## src/rtl/lsw_pkg.sv

```systemverilog
package lsw_pkg;
    localparam int WORD_W = 32;
    localparam int LANES  = WORD_W / 8;

    localparam logic [2:0] KEY_REGSPACE = 3'd5;
    localparam logic [2:0] KEY_SYSMEM   = 3'd6;

    typedef enum logic [1:0] {
        ST_IDLE,
        ST_ACCESS,
        ST_DONE,
        ST_KILL
    } lsw_state_e;

    typedef enum logic [1:0] {
        SZ_1 = 2'd0,
        SZ_2 = 2'd1,
        SZ_4 = 2'd2
    } lsw_size_e;
endpackage

```

## src/rtl/lsw_key_check.sv

```systemverilog
module lsw_key_check
    import lsw_pkg::*;
(
    input  logic [2:0] key,
    output logic       legal
);
    logic [2:0] resolved;

    always_comb begin
        resolved = (key < KEY_REGSPACE) ? KEY_SYSMEM : key;
        legal    = (resolved == KEY_SYSMEM);
    end
endmodule

```

## src/rtl/lsw_size_decode.sv

```systemverilog
module lsw_size_decode
    import lsw_pkg::*;
#(
    parameter int ADDR_W = 32
) (
    input  logic [2:0]        cnt,
    input  logic [ADDR_W-1:0] addr_in,
    output lsw_size_e         size,
    output logic [ADDR_W-1:0] addr_al,
    output logic [LANES-1:0]  be
);
    always_comb begin
        if (cnt[2]) begin
            size    = SZ_4;
            addr_al = {addr_in[ADDR_W-1:2], 2'b00};
            be      = 4'b1111;
        end else if (cnt[1]) begin
            size    = SZ_2;
            addr_al = {addr_in[ADDR_W-1:1], 1'b0};
            be      = addr_in[1] ? 4'b1100 : 4'b0011;
        end else begin
            size    = SZ_1;
            addr_al = addr_in;
            be      = 4'b0001 << addr_in[1:0];
        end
    end
endmodule

```

## src/rtl/lsw_lane_path.sv

```systemverilog
module lsw_lane_path
    import lsw_pkg::*;
(
    input  lsw_size_e         size,
    input  logic [1:0]        lane,
    input  logic [WORD_W-1:0] dep,
    input  logic [WORD_W-1:0] rdata,
    output logic [WORD_W-1:0] wdata,
    output logic [WORD_W-1:0] load_val
);
    logic [WORD_W-1:0] store_val;
    logic [WORD_W-1:0] rd_shift;

    always_comb begin
        unique case (size)
            SZ_4:    store_val = dep;
            SZ_2:    store_val = {16'h0000, dep[31:16]};
            default: store_val = {24'h000000, dep[31:24]};
        endcase
        wdata    = store_val << {lane, 3'b000};
        rd_shift = rdata >> {lane, 3'b000};
        unique case (size)
            SZ_4:    load_val = rdata;
            SZ_2:    load_val = {rd_shift[15:0], dep[15:0]};
            default: load_val = {rd_shift[7:0], dep[23:0]};
        endcase
    end
endmodule

```

## src/rtl/lsw_aligner.sv

```systemverilog
module lsw_aligner
    import lsw_pkg::*;
#(
    parameter int ADDR_W = 32
) (
    input  logic              clk,
    input  logic              rst_n,
    input  logic              cmd_valid,
    output logic              cmd_ready,
    input  logic              cmd_is_store,
    input  logic [2:0]        cmd_key,
    input  logic [2:0]        cmd_cnt,
    input  logic [ADDR_W-1:0] cmd_addr,
    input  logic [31:0]       cmd_dep,
    output logic              mem_req,
    output logic              mem_we,
    output logic [ADDR_W-1:0] mem_addr,
    output logic [3:0]        mem_be,
    output logic [31:0]       mem_wdata,
    input  logic [31:0]       mem_rdata,
    input  logic              mem_ack,
    output logic              done,
    output logic              kill,
    output logic [31:0]       result
);
    lsw_state_e        state_q, state_d;
    logic              key_ok;
    lsw_size_e         size_d, size_q;
    logic [ADDR_W-1:0] addr_d, addr_q;
    logic [LANES-1:0]  be_d, be_q;
    logic              store_q;
    logic [WORD_W-1:0] dep_q, result_q;
    logic [WORD_W-1:0] wdata_w, load_w;
    logic              accept;

    lsw_key_check u_key (
        .key   (cmd_key),
        .legal (key_ok)
    );

    lsw_size_decode #(.ADDR_W(ADDR_W)) u_size (
        .cnt     (cmd_cnt),
        .addr_in (cmd_addr),
        .size    (size_d),
        .addr_al (addr_d),
        .be      (be_d)
    );

    lsw_lane_path u_lane (
        .size     (size_q),
        .lane     (addr_q[1:0]),
        .dep      (dep_q),
        .rdata    (mem_rdata),
        .wdata    (wdata_w),
        .load_val (load_w)
    );

    assign accept = cmd_valid && (state_q == ST_IDLE);

    // next-state logic
    always_comb begin
        state_d = state_q;
        unique case (state_q)
            ST_IDLE:   if (cmd_valid) state_d = key_ok ? ST_ACCESS : ST_KILL;
            ST_ACCESS: if (mem_ack)   state_d = ST_DONE;
            ST_DONE:   state_d = ST_IDLE;
            ST_KILL:   state_d = ST_IDLE;
            default:   state_d = ST_IDLE;
        endcase
    end

    // state register
    always_ff @(posedge clk or negedge rst_n) begin
        if (!rst_n) state_q <= ST_IDLE;
        else        state_q <= state_d;
    end

    // command and result registers
    always_ff @(posedge clk or negedge rst_n) begin
        if (!rst_n) begin
            size_q   <= SZ_1;
            addr_q   <= '0;
            be_q     <= '0;
            store_q  <= 1'b0;
            dep_q    <= '0;
            result_q <= '0;
        end else if (accept) begin
            size_q   <= size_d;
            addr_q   <= addr_d;
            be_q     <= be_d;
            store_q  <= cmd_is_store;
            dep_q    <= cmd_dep;
            result_q <= cmd_dep;
        end else if (state_q == ST_ACCESS && mem_ack) begin
            result_q <= store_q ? dep_q : load_w;
        end
    end

    // outputs
    always_comb begin
        cmd_ready = 1'b0;
        mem_req   = 1'b0;
        mem_we    = 1'b0;
        mem_be    = '0;
        done      = 1'b0;
        kill      = 1'b0;
        unique case (state_q)
            ST_IDLE:   cmd_ready = 1'b1;
            ST_ACCESS: begin
                mem_req = 1'b1;
                mem_we  = store_q;
                mem_be  = be_q;
            end
            ST_DONE:   done = 1'b1;
            ST_KILL:   kill = 1'b1;
            default:   cmd_ready = 1'b0;
        endcase
        mem_addr  = addr_q;
        mem_wdata = wdata_w;
        result    = result_q;
    end
endmodule

```

## config.mk

```make
export PLATFORM = sky130hd
export DESIGN_NAME = lsw_aligner
export DESIGN_NICKNAME = d
export VERILOG_FILES = /design/src/rtl/lsw_pkg.sv /design/src/rtl/lsw_key_check.sv /design/src/rtl/lsw_size_decode.sv /design/src/rtl/lsw_lane_path.sv /design/src/rtl/lsw_aligner.sv
export SDC_FILE = /design/constraint.sdc
export NUM_CORES = 1
export LEC_CHECK = 0
export ABC_AREA = 1
export BUFFER_PORTS_ARGS = -buffer_cell sky130_fd_sc_hd__buf_2
export CORE_UTILIZATION = 46
export CTS_CLUSTER_SIZE = 28
export DETAILED_ROUTE_END_ITERATION = 8
export PLACE_DENSITY = 0.77
export SLEW_MARGIN = 20
export SYNTH_ARGS = -nofsm -noshare
export SYNTH_HDL_FRONTEND = slang
export SYNTH_SLANG_ARGS = --single-unit
```

## constraint.sdc

```tcl
create_clock -name clk -period 2 [get_ports clk]
set_input_delay 0.5 -clock clk [delete_from_list [all_inputs] [get_ports clk]]
set_output_delay 0.5 -clock clk [all_outputs]
set_load 0.05 [all_outputs]
```

Word level (Yosys, flattened, before mapping). Cells that the tools add are included.

Multiplexer cells: 23. Equal/unequal tests: 8. Div/mod/pow operators: 0. Add/subtract/negate cells: 0. Reduce and logical (&&, ||, !) cells: 6. Magnitude comparators: 1. Bitwise gates (word level): 0. Shifts and indexed selects: 3. Multiply operators: 0.

Operators with widths (count): $pmux 32 s2 (2); $mux 32 (3); $shl 32x5->32 (1); $shr 32x5->16 (1); $mux 4 (4); $mux 2 (5); $mux 1 (7); $eq 2x2->1 const B (3); $pmux 2 s3 (1); $eq 2x1->1 const B (2); $ne 2x2->1 const B (2); $shl 1x2->4 const A (1); $eq 3x3->1 const B (1); $lt 3x3->1 const B (1); $mux 3 (1); $logic_and 1x1->1 (2); $logic_not 2->1 (1); $reduce_and 2->1 (1); $reduce_bool 2->1 (1); $reduce_or 2->1 (1).

Memory bits (read-only): 0. Bits of input ports: 107. Output and inout bits: 105. Memories: 0. Latch bits: 0. Flip-flop bits (word level): 105. RAM bits: 0. Word-level logic and storage cells: 48.

Depth between registers and ports, before layout.
Depth after elaboration: 6. Mapped depth: 13. Gate-level depth less buffers: 12.

Modules after synthesis. Synthesis repeated with hierarchy kept, for this count alone.

Cell total of the unflattened synthesis: 1093. Area total of the unflattened synthesis: 7014.2 um^2.

By module, submodules not included: lsw_aligner (area each 4767.1 um^2, seq. area each 2627.5 um^2, cells each 633, times used 1); lsw_lane_path (area each 1948.1 um^2, seq. area each 0.0 um^2, cells each 413, times used 1); lsw_size_decode (area each 295.3 um^2, seq. area each 0.0 um^2, cells each 46, times used 1); lsw_key_check (area each 3.8 um^2, seq. area each 0.0 um^2, cells each 1, times used 1).

Worst setup path before layout. Ideal clock, no wire load.

Path kind: register to output. Start: register addr_q[0], in the netlist mem_addr[0]. End: output port mem_wdata[30]. Data required time: 1.500 ns. Slack: -1.008 ns. Stages on the path, launching flop included: 7. Arrival: 2.508 ns. Buffers on the path: 3. Path through: dfrtp_1 buf_2 inv_2 buf_2 buf_2 o21a_1 o21ai_0.

Longest elaborated chain between the ends: 1.

RTL lines: from (decl) (RTL line lsw_aligner.sv:29) `logic [ADDR_W-1:0] addr_d, addr_q;`; from (signal assigned) (RTL line lsw_aligner.sv:89) `addr_q <= addr_d;`; $shl 32x5->32 (RTL line lsw_lane_path.sv:20) `wdata = store_val << {lane, 3'b000};`; to (decl) (RTL line lsw_aligner.sv:19) `output logic [31:0] mem_wdata,`.

No other way between the ends.

Worst setup path in the final report.
Start: register size_q[0]. End: output port mem_wdata[8].

Longest elaborated chain between the ends: 3. Elaborated cells between the ends (all ways): 4. Classes of those cells: eq/ne: 2; shift: 1; mux: 1.

RTL lines: from (decl) (RTL line lsw_aligner.sv:28) `lsw_size_e size_d, size_q;`; from (signal assigned) (RTL line lsw_aligner.sv:88) `size_q <= size_d;`; $eq 2x1->1 / $eq 2x2->1 (equally long branches) (RTL line lsw_lane_path.sv:15) `unique case (size)`; $pmux 32 s2 * (RTL line lsw_lane_path.sv:15); $shl 32x5->32 * (RTL line lsw_lane_path.sv:20).

Every way passes the cells marked *; elsewhere a longest branch is shown, timed or not.

==> flow_summary.json <==
{
  "outcome": "finished, violations left",
  "violations": "setup timing",
  "clk_latency_ns": 0.37,
  "core-area_um2": 12800,
  "numPortBuffers": 209,
  "synth_nets": 947,
  "drt_iter0_markers": 532,
  "path_cells": "buf_4, ha_4, buf_6, a21oi_2, o21ai_2, o21ai_4, inv_2, nand2_1, o21ai_2, and2_4, buf_8",
  "worst_pin_slew_ns": 0.556,
  "cts_tree": "done",
  "finalClockSkew_ns": 0.0106,
  "die-area_um2": 13800,
  "period_minus_slack_ns": 2.58,
  "finalCritPeriodShare_pct": 129,
  "end_kind": "output pin",
  "fin_nets": 1201,
  "cp_data_arrival_time_ns": 2.08,
  "cpMaxStageDelayCell": "dfrtp_1",
  "syn_to_final_growth_pct": 48.6,
  "grt_usage_pct": 31.0,
  "start_util_pct": 47.8,
  "final_common_cell": "nand2_1",
  "crit_path_max_incr_delay_ns": 0.40,
  "max_freq_ghz": 0.388,
  "ios": 212,
  "vias_per_cell": 5.39,
  "wire_per_inst_um": 16.9,
  "cap_violations": 0,
  "rows": 41,
  "path_clk_slew_ns": 0.08,
  "setup_ws_ns": -0.581,
  "hold_viol": 0,
  "grt_pass1_wl_um": 33500,
  "pre_cts_ws_ns": -0.366,
  "grt_overflow": 0,
  "syn_inst": 838,
  "crit_path_frequent_cell": "o21ai_2",
  "worst_ep_required_time_ns": 1.50,
  "cts-buffers-inserted": 9,
  "layout_common_cells": "nand2_1 (270), buf_2 (171), dfrtp_1 (103)",
  "report.final.slew_viol_count": 0,
  "synth_top_area_share_pct": 42.8,
  "min_path_type": "in2async",
  "cp-start-kind": "register",
  "cts_root_buf": "clkbuf_16",
  "ys_warn_count": 0,
  "drt_pass1_iterations": 6,
  "rsz0062_at_grt": "yes",
  "drt_wl_total_um": 21500,
  "cp_max_fo": 5,
  "clock_sinks": 105,
  "final-setup-viol-count": 33,
  "drive_above_1_share_pct": 39.8,
  "syn_avg_cell_area_um2": 7.32,
  "crit_type": "reg2out",
  "cts_buffer_depth": 2,
  "antenna_found_initial": 2,
  "netlist_area_um2": 6130,
  "cp_top_family": "buffers and inverters",
  "route.vias.total": 6839,
  "die_w_um": 117,
  "ys_ff_latch": 105,
  "path_buf_inv": 4,
  "synthTopCellsByArea": "dfrtp_1 (43%), nand2_1 (17%), inv_1 (4.9%)",
  "synth.distinct_cells": 36,
  "slew_headroom_pct": 62.9,
  "yosys.area.top_type": "dfrtp_1",
  "ys_seq_area_share_pct": 42.8,
  "die_h_um": 117,
  "grt_max_degree": 52,
  "ant_nets": 0,
  "htree_levels": 3,
  "place_congestion": 0.970,
  "grt_pass1_vias": 6671,
  "post-dp-hpwl_um": 15100,
  "nFillCells": 994,
  "detail_route.drc_violations": 0
}
## flip-flops by register name, indices dropped and copies added, names as in the netlist
signal / cells
be_q: 4
dep_q: 32
mem_addr: 32
result: 32
size_q: 2
state_q: 2
store_q: 1
## layer usage
layer | vias to the layer above | share of wire [%] | wire length, µm | GRT usage, %
li1 | 3229 | - | - | -
met1 | 3154 | 39 | 8480 | 37.5
met2 | 381 | 48 | 10300 | 51.7
met3 | 73 | 8.6 | 1850 | 8.38
met4 | 2 | 3.9 | 842 | 14.1
met5 | - | 0.047 | 10 | 0
## worst reg2reg max path, stage by stage (launching register included)
cell and delay, ns:
dfrtp_1 0.43, ha_4 0.37, buf_12 0.13, buf_4 0.13, nor2_4 0.04, nand2_1 0.06, buf_4 0.23, nand3_1 0.12
a41oi_1 0.23
## per-stage QoR
step	setup TNS, ns	instance area, µm²	std cells	hold WS, ns	util [%]
4_1_cts	-14.21	8890	1264	0.131	69.3
5_1_grt	-17.59	9120	1269	0.151	71.1
6_report	-15.61	9120	1270	0.119	71.1
3_5_place_dp	-7.00	8210	1242	0.460	64.0
3_3_place_gp	-5.89	8210	1242	0.457	64.0
2_1_floorplan	-3.01	6630	838	0.204	-
## area by class of cell
| cell class | count | area, µm² | area share [%] |
|---|---|---|---|
| multi-input cells | 595 | 3470 | 38.1 |
| flip-flops and latches | 105 | 2630 | 28.8 |
| repair buffers | 295 | 2140 | 23.4 |
| inverters | 86 | 342 | 3.75 |
| clock buffers | 9 | 225 | 2.47 |
| well taps | 172 | 215 | 2.36 |
| clock inverters | 7 | 95.1 | 1.04 |
| diodes | 1 | 2.50 | 0.0274 |
## cells in the mapped netlist, drive strengths merged
library cell  instances
nand2               285
a41oi                 6
o211ai               15
or2                   1
o22ai                 8
nor2                 68
a21oi                33
a31oi                13
o221ai                8
nand4                 3
o31ai                 1
and2                  5
o21bai               10
clkbuf                7
nor3b                 1
nand3b                4
a22oi                 2
buf                  45
nand3                49
o21ai                78
inv                  86
dfrtp               105
ha                    2
o21a                  3
## repair_timing
item,4_1_cts,5_1_grt
endpoints found under the hold margin,0,0
buffers inserted,7,5
endpoints found under the setup margin,37,47
gates resized for setup,97,52
pin swaps,18,14
hold buffers,0,0
## logic make-up (layout without fill, tap and decap cells)
group	Yosys count	after routing	synth area share (%)
and+or+nand+nor	416	416	28.7
AOI/OAI and AO/OA	177	177	17.7
DFF	105	105	42.8
other	0	1	0
adders and majority gates	2	2	0.408
buffers and inverters	138	397	10.4
## worst paths after layout
kind | startpoint | end | slack (ns) | cells after the start
worst min register to register | mem_addr[28] | mem_addr[28] | 0.48 | 2
max in group asynchronous | rst_n | mem_addr[1] | 1.31 | 2
worst max-delay path | size_q[0] | mem_wdata[8] | -0.58 | 11
worst max register to register | size_q[1] | result[13] | 0.17 | 8
worst min-delay path | rst_n | result[24] | 0.12 | 1
min in group clk | cmd_addr[25] | mem_addr[25] | 0.32 | 3
Power is left out: the tool's default activity adds up to more than one toggle a clock period on the data nets, which glitch-free logic cannot reach.
